$ cat src/rtl/mdm_pkg.sv
package mdm_pkg;
    localparam int unsigned REG_W     = 8;
    localparam int unsigned LINES     = 4;

    localparam int unsigned C_DTR     = 0;
    localparam int unsigned C_RTS     = 1;
    localparam int unsigned C_RI_GATE = 2;
    localparam int unsigned C_CD_GATE = 3;
    localparam int unsigned C_LOOP    = 4;
    localparam int unsigned C_RSVD    = 5;
    localparam int unsigned C_HWFC    = 6;
    localparam int unsigned C_MDM_EN  = 7;

    localparam int unsigned L_CTS     = 0;
    localparam int unsigned L_DSR     = 1;
    localparam int unsigned L_RI      = 2;
    localparam int unsigned L_CD      = 3;

    typedef enum logic [1:0] {
        FL_FREE  = 2'd0,
        FL_STALL = 2'd1,
        FL_GO    = 2'd2
    } flow_st_t;
endpackage

$ cat src/rtl/mdm_sync.sv
module mdm_sync #(
    parameter int unsigned W      = 4,
    parameter int unsigned STAGES = 2
) (
    input  logic         clk,
    input  logic         rst_n,
    input  logic [W-1:0] din,
    output logic [W-1:0] dout
);
    logic [W-1:0] stg [STAGES];

    always_ff @(posedge clk or negedge rst_n) begin
        if (!rst_n) begin
            for (int i = 0; i < STAGES; i++) stg[i] <= '1;
        end else begin
            stg[0] <= din;
            for (int i = 1; i < STAGES; i++) stg[i] <= stg[i-1];
        end
    end

    assign dout = stg[STAGES-1];
endmodule

$ cat src/rtl/mdm_delta.sv
module mdm_delta #(
    parameter int unsigned W = 4
) (
    input  logic         clk,
    input  logic         rst_n,
    input  logic [W-1:0] lvl,
    input  logic         clr,
    output logic [W-1:0] flags
);
    logic [W-1:0] lvl_q;
    logic [W-1:0] chg;

    assign chg = lvl ^ lvl_q;

    always_ff @(posedge clk or negedge rst_n) begin
        if (!rst_n) begin
            lvl_q <= '0;
            flags <= '0;
        end else begin
            lvl_q <= lvl;
            flags <= (clr ? '0 : flags) | chg;
        end
    end


    rd_clears_chk: assert property (@(posedge clk) disable iff (!rst_n)
        (clr && chg == '0) |=> (flags == '0));


    change_kept_chk: assert property (@(posedge clk) disable iff (!rst_n)
        (chg != '0) |=> ((flags & $past(chg)) == $past(chg)));


    sticky_chk: assert property (@(posedge clk) disable iff (!rst_n)
        !clr |=> ((flags & $past(flags)) == $past(flags)));
endmodule

$ cat src/rtl/mdm_flow.sv
module mdm_flow
    import mdm_pkg::*;
(
    input  logic clk,
    input  logic rst_n,
    input  logic hw_mode,
    input  logic cts_act,
    output logic tx_ok
);
    flow_st_t st, nxt;

    always_ff @(posedge clk or negedge rst_n) begin
        if (!rst_n) st <= FL_FREE;
        else        st <= nxt;
    end

    always_comb begin
        nxt = st;
        unique case (st)
            FL_FREE: begin
                if (hw_mode) nxt = cts_act ? FL_GO : FL_STALL;
            end
            FL_STALL: begin
                if (!hw_mode)    nxt = FL_FREE;
                else if (cts_act) nxt = FL_GO;
            end
            FL_GO: begin
                if (!hw_mode)     nxt = FL_FREE;
                else if (!cts_act) nxt = FL_STALL;
            end
            default: nxt = FL_FREE;
        endcase
    end

    always_comb begin
        tx_ok = (st != FL_STALL);
    end


    sw_free_chk: assert property (@(posedge clk) disable iff (!rst_n)
        !hw_mode |=> tx_ok);


    hw_stall_chk: assert property (@(posedge clk) disable iff (!rst_n)
        (hw_mode && !cts_act) |=> !tx_ok);
endmodule

$ cat src/rtl/uart_modem_ctl.sv
module uart_modem_ctl
    import mdm_pkg::*;
#(
    parameter int unsigned SYNC_STAGES = 2
) (
    input  logic             clk,
    input  logic             rst_n,
    input  logic             ctl_wr,
    input  logic [REG_W-1:0] ctl_wdata,
    output logic [REG_W-1:0] ctl_rdata,
    input  logic             sts_rd,
    output logic [REG_W-1:0] sts_rdata,
    input  logic             cts_n,
    input  logic             dsr_n,
    input  logic             ri_n,
    input  logic             dcd_n,
    output logic             dtr_n,
    output logic             rts_n,
    output logic             msc,
    output logic             tx_ok
);
    localparam logic [REG_W-1:0] WR_MASK = ~(REG_W'(1) << C_RSVD);

    logic [REG_W-1:0] ctl_q;
    logic [LINES-1:0] pin_raw, pin_s;
    logic [LINES-1:0] ext_lvl, loop_lvl, lvl, gate, rep;
    logic [LINES-1:0] dlt;
    logic             loop_on, hw_mode;

    always_ff @(posedge clk or negedge rst_n) begin
        if (!rst_n)      ctl_q <= '0;
        else if (ctl_wr) ctl_q <= ctl_wdata & WR_MASK;
    end

    assign loop_on = ctl_q[C_LOOP];
    assign hw_mode = ctl_q[C_HWFC] & ctl_q[C_MDM_EN];

    assign dtr_n = loop_on | ~ctl_q[C_DTR];
    assign rts_n = loop_on | ~ctl_q[C_RTS];

    assign pin_raw[L_CTS] = cts_n;
    assign pin_raw[L_DSR] = dsr_n;
    assign pin_raw[L_RI]  = ri_n;
    assign pin_raw[L_CD]  = dcd_n;

    mdm_sync #(.W(LINES), .STAGES(SYNC_STAGES)) u_sync (
        .clk  (clk),
        .rst_n(rst_n),
        .din  (pin_raw),
        .dout (pin_s)
    );

    assign ext_lvl = ~pin_s;

    assign loop_lvl[L_CTS] = ctl_q[C_RTS];
    assign loop_lvl[L_DSR] = ctl_q[C_DTR];
    assign loop_lvl[L_RI]  = ctl_q[C_RI_GATE];
    assign loop_lvl[L_CD]  = ctl_q[C_CD_GATE];

    assign lvl = loop_on ? loop_lvl : ext_lvl;

    assign gate[L_CTS] = 1'b1;
    assign gate[L_DSR] = 1'b1;
    assign gate[L_RI]  = ctl_q[C_RI_GATE];
    assign gate[L_CD]  = ctl_q[C_CD_GATE];

    assign rep = lvl & gate;

    mdm_delta #(.W(LINES)) u_delta (
        .clk  (clk),
        .rst_n(rst_n),
        .lvl  (lvl),
        .clr  (sts_rd),
        .flags(dlt)
    );

    mdm_flow u_flow (
        .clk    (clk),
        .rst_n  (rst_n),
        .hw_mode(hw_mode),
        .cts_act(lvl[L_CTS]),
        .tx_ok  (tx_ok)
    );

    assign sts_rdata = {rep, dlt};
    assign ctl_rdata = ctl_q;
    assign msc       = |dlt;


    loop_pins_idle_chk: assert property (@(posedge clk) disable iff (!rst_n)
        ctl_q[C_LOOP] |-> (dtr_n && rts_n));


    ri_gate_chk: assert property (@(posedge clk) disable iff (!rst_n)
        !ctl_q[C_RI_GATE] |-> !sts_rdata[6]);


    cd_gate_chk: assert property (@(posedge clk) disable iff (!rst_n)
        !ctl_q[C_CD_GATE] |-> !sts_rdata[7]);


    rsvd_zero_chk: assert property (@(posedge clk) disable iff (!rst_n)
        ctl_wr |=> !ctl_rdata[C_RSVD]);
endmodule

$ cat config.mk
export PLATFORM = sky130hd
export DESIGN_NAME = uart_modem_ctl
export DESIGN_NICKNAME = d
export VERILOG_FILES = /design/src/rtl/mdm_pkg.sv /design/src/rtl/mdm_sync.sv /design/src/rtl/mdm_delta.sv /design/src/rtl/mdm_flow.sv /design/src/rtl/uart_modem_ctl.sv
export SDC_FILE = /design/constraint.sdc
export NUM_CORES = 1
export LEC_CHECK = 0
export BUFFER_PORTS_ARGS = -buffer_cell sky130_fd_sc_hd__buf_4
export CORE_AREA = 5 5 61 63
export CTS_CLUSTER_SIZE = 8
export DETAILED_ROUTE_END_ITERATION = 6
export DIE_AREA = 0 0 66 68
export PLACE_DENSITY = 0.6
export SLEW_MARGIN = 25
export SYNTH_ARGS = -nofsm -noshare
export SYNTH_HDL_FRONTEND = slang
export SYNTH_HIERARCHICAL = 1
export SYNTH_SLANG_ARGS = --single-unit
$ cat constraint.sdc
create_clock -name clk -period 1.5 [get_ports clk]
set_clock_uncertainty 0.2 [all_clocks]
set_input_delay 0 -clock clk [delete_from_list [all_inputs] [get_ports clk]]
set_output_delay 0 -clock clk [all_outputs]
set_load 0.02 [all_outputs]
**Word-level counts from Yosys, hierarchy flattened**

Index checks and enable logic that the tools add are counted.

- Equal/unequal tests: 6
- Multiplexer cells: 9
- Bitwise logic cells: 9
- Reduce and logical (&&, ||, !) cells: 3

Operator list:

| cell | count |
|---|---|
| 2-bit two-way mux | 6 |
| 4-bit two-way mux | 2 |
| 3-bit inequality test (second input constant) | 2 |
| 2-bit case mux with 3 select lines | 1 |
| 4-bit AND | 1 |
| 2-bit by 1-bit inequality test with 1-bit output (second input constant) | 2 |
| 4-bit inverter | 1 |
| 4-bit bitwise OR | 1 |
| 4-bit OR reduction | 1 |
| 4-bit bitwise XOR | 1 |
| 3-bit AND reduction | 1 |
| 2-bit by 1-bit == test with 1-bit output (second input constant) | 1 |
| 2-bit == test (second input constant) | 1 |
| 2-bit zero test | 1 |
| 1-bit inverter | 2 |
| 1-bit bitwise OR | 2 |
| 1-bit AND | 1 |

- Register bits: 25
- Output and inout bits: 20
- Word-level logic and storage cells: 33

**Depth between registers and ports, before layout**

- Word-level depth: 5
- Mapped depth: 5

**By module**

The synthesis kept the hierarchy.

By module, submodules not included:

| module | times used | cells an instance | area an instance (um^2) | sequential area each (um^2) |
|---|---|---|---|---|
| uart_modem_ctl | 1 | 36 | 362.8 | 175.2 |
| mdm_delta | 1 | 20 | 270.3 | 200.2 |
| mdm_sync | 1 | 12 | 240.2 | 210.2 |
| mdm_flow | 1 | 7 | 81.3 | 50.0 |

**Worst setup path after synthesis**

Ideal clock, no wire load.

- Path kind: register to register
- Start: register ctl_q[4], in the netlist ctl_rdata[4]
- End: register u_delta.flags[0]
- Setup time: 0.125 ns
- Arrival time: 1.284 ns
- Required time: 1.175 ns
- Path slack: -0.109 ns
- Cell stages (with the launch flop): 5
- Path buffers: 1
- Clock period less this slack: 1.609 ns
- Cell sequence: dfrtp_1 buf_2 o21ai_0 xnor2_1 o21ai_1

- Word-level cells in the longest chain between the ends: 3

RTL lines:

| item | line | source |
|---|---|---|
| from (decl) | uart_modem_ctl.sv:24 | `logic [REG_W-1:0] ctl_q;` |
| from (signal assigned) | uart_modem_ctl.sv:32 | `else if (ctl_wr) ctl_q <= ctl_wdata & WR_MASK;` |
| 4-bit two-way mux | uart_modem_ctl.sv:60 | `assign lvl = loop_on ? loop_lvl : ext_lvl;` |
| via lvl[0] | uart_modem_ctl.sv:26 | `logic [LINES-1:0] ext_lvl, loop_lvl, lvl, gate, rep;` |
| 4-bit bitwise XOR | mdm_delta.sv:13 | `assign chg = lvl ^ lvl_q;` |
| 4-bit bitwise OR | mdm_delta.sv:21 | `flags <= (clr ? '0 : flags) \| chg;` |
| to (signal assigned) | mdm_delta.sv:21 |  |
| to (decl) | mdm_delta.sv:8 | `output logic [W-1:0] flags` |

The timed path passes the listed nets, and every way through them passes these cells.
A chain may end at the register's enable or synchronous reset.

**Final worst setup path**

- Start: register u_delta.flags[1]
- End: output msc

- Word-level cells in the longest chain between the ends: 1

RTL lines:

| item | line | source |
|---|---|---|
| 4-bit OR reduction | uart_modem_ctl.sv:87 | `assign msc = \|dlt;` |
| to (decl) | uart_modem_ctl.sv:19 | `output logic msc,` |

No other way between the ends.

==> metrics <==
worst r2r dst u_delta/flags[2]; Netlist cell types 18; PD cells 1030 nW/um^2; commonest non-fill, non-tap cell in the layout buf_4; row count 21; simple-gate share of the synthesized area 5.24%; Max Root-Sink Buffers 2; worst reg2reg path depth 4; Pre-antenna DRT Iters 4; H-tree levels 1; DP Worst Slack 0.132 ns; Synth Area in XOR/XNOR 3.67%; final worst setup slack -0.0727 ns; final core occ 47.2%; critical path launch point type flop; Clk Latency, worst-skew pair 0.30 ns; Chip Height 68 um; Num Clock Sinks 25; RSZ-0062 raised after global routing yes; overall routed net length 1870 um; mux contribution to synthesized area 7.08%; Inserted Diodes 0; Crit path required time 1.30 ns; Mapped Area 955 sq um; Max Cap Viol 0; placed cell areas 1210 sq um; Overflow after GRT 0; YS warnings 6; P_leak 0.687 nW; Hold Crit Class primary input to flop; vias in the first global route 665; worst hold slack 0.129 ns; Via-to-Cell Ratio 3.89; wire per inst 10.9 um; fin cells 172; setup slack, reg-to-reg 0.09 ns; 1st-iter DRT viols 16; worst vdd ir 0.000341 V; max-slew violations 0; largest family of logic cells by synthesized area buffers and inverters; design area 1500 sq um; Avg Inst Size Synth 12.7 sq um; largest net degree at the start of global routing 26; Power Total 1.54 mW; Core ar. 3180 sq um; Synth Register Bits 25; Placed Cells 147; Clock transition at path regs 0.13 ns; final hold violations 0; drc violations 0; Post-DP HPWL 1280 um; Worst EP arrival 1.37 ns; R2R Path Start ctl_rdata[4]; io pins 36; total number of vias 669; share of post-route cells with drive strength above 1 51.6%; compound-cell area share of the yosys netlist 8.13%; first-pass GRT wire length 2940 um; die area 4490 sq um; clk root buf clkbuf_4; status complete, but fails checks; All-Layer GR Usage 8.75%; Area Overhead vs Synth 57.3%; Post-Synth Adder-Cell Area 0%; failing checks setup timing; CTS tree yes; Post-Synthesis Cells 75; setup TNS -0.0727 ns; most frequent cells in the layout buf_4 (35), dfrtp_1 (16), dlygate4sd3_1 (16); fmax 636 MHz; fin crit share 105%; Setup-failing EPs final 1; kind of critical path flop to output port; Routed Antenna Nets 0; sequential share of the synthesized area 66.6%; kind of end point of the critical path output port; initial antenna violation count 0; GP Congestion 0.670; CP startpoint u_delta/flags[1]; Die Wd 66 um; CTS Buf Count 3; crit-path max FO 2; crit path to msc; Final Critical Period 1.57 ns; PortBufs 33; initial cell density of the core 30.0%; fin nets 143; Synth Net Count 91
logic make-up (layout without fill, tap and decap cells):
kind of cell,after synthesis,count (layout)
muxes,6,6
DFF,25,25
xor gates and xnor gates,4,4
other,1,1
and+or+nand+nor,11,11
AOI/OAI and AO/OA,13,13
buffers and inverters,15,66
power by group:
part	switching, mW	total (mW)	internal [mW]
combinational	0.213	0.455	0.242
clock	0.179	0.283	0.104
sequential	0.0482	0.803	0.755
total	0.440	1.54	1.10
sequential cells by signal, indices dropped and copies added, names as in the netlist:
name	flops
ctl_rdata	7
u_delta/flags	4
u_delta/lvl_q	4
u_flow/st	2
u_sync/dout	4
u_sync/stg	4
synthesized netlist by cell type:
cell      number  area [sq um]
a211oi_2       1          12.5
a21boi_1       2          15.0
a21oi_1        1          5.00
and2_1         1          6.26
buf_2          2          10.0
buf_4          7          52.6
conb_1         1          3.75
dfrtp_1       17           425
dfstp_2        8           210
inv_1          5          18.8
inv_2          1          3.75
mux2_2         6          67.6
nand2_1        8          30.0
nand2b_1       1          6.26
o21ai_0        4          20.0
o21ai_1        5          25.0
or4_1          1          7.51
xnor2_1        4          35.0
per-layer routing:
metal	up-vias	GRT usage [%]	part of all wire, %
met5	-	0	0
met4	0	3.81	0.43
met3	2	2.46	6.5
met2	20	15.0	51
met1	312	10.3	42
li1	335	-	-
worst min-delay path by stage:
| stage | depth (start not counted) | start | to | slack, ns |
|---|---|---|---|---|
| floorplan | 0 | rst_n | ctl_rdata[0] | -0.50 |
| global placement | 1 | rst_n | u_delta/flags[1] | -0.28 |
| detailed placement | 1 | rst_n | u_delta/lvl_q[1] | -0.28 |
| CTS | 2 | dcd_n | u_sync/stg[7] | 0.11 |
| global route | 2 | dcd_n | u_sync/stg[7] | 0.11 |
| finish | 2 | dcd_n | u_sync/stg[7] | 0.13 |
critical path, stage by stage, from the launching register on:
cell     delay [ns]
dfrtp_1        0.40
or4_4          0.53
buf_6          0.15
timing repair:
action                                 in CTS  in global routing
setup buffers                               2                  5
setup endpoints to repair                   3                  4
pin swaps                                   1                  1
resized for setup                           9                  8
endpoints found under the hold margin      40                  0
hold buffers                               16                  0
layout make-up:
type / count / area, sq um
Clock buffer: 4 / 26.3
Fill cell: 294 / 1680
Inverter: 6 / 22.5
Multi-Input combinational cell: 35 / 270
Sequential cell: 25 / 637
Tap cell: 46 / 57.6
Timing Repair Buffer: 56 / 488
Power figures use the tool's default switching activity.
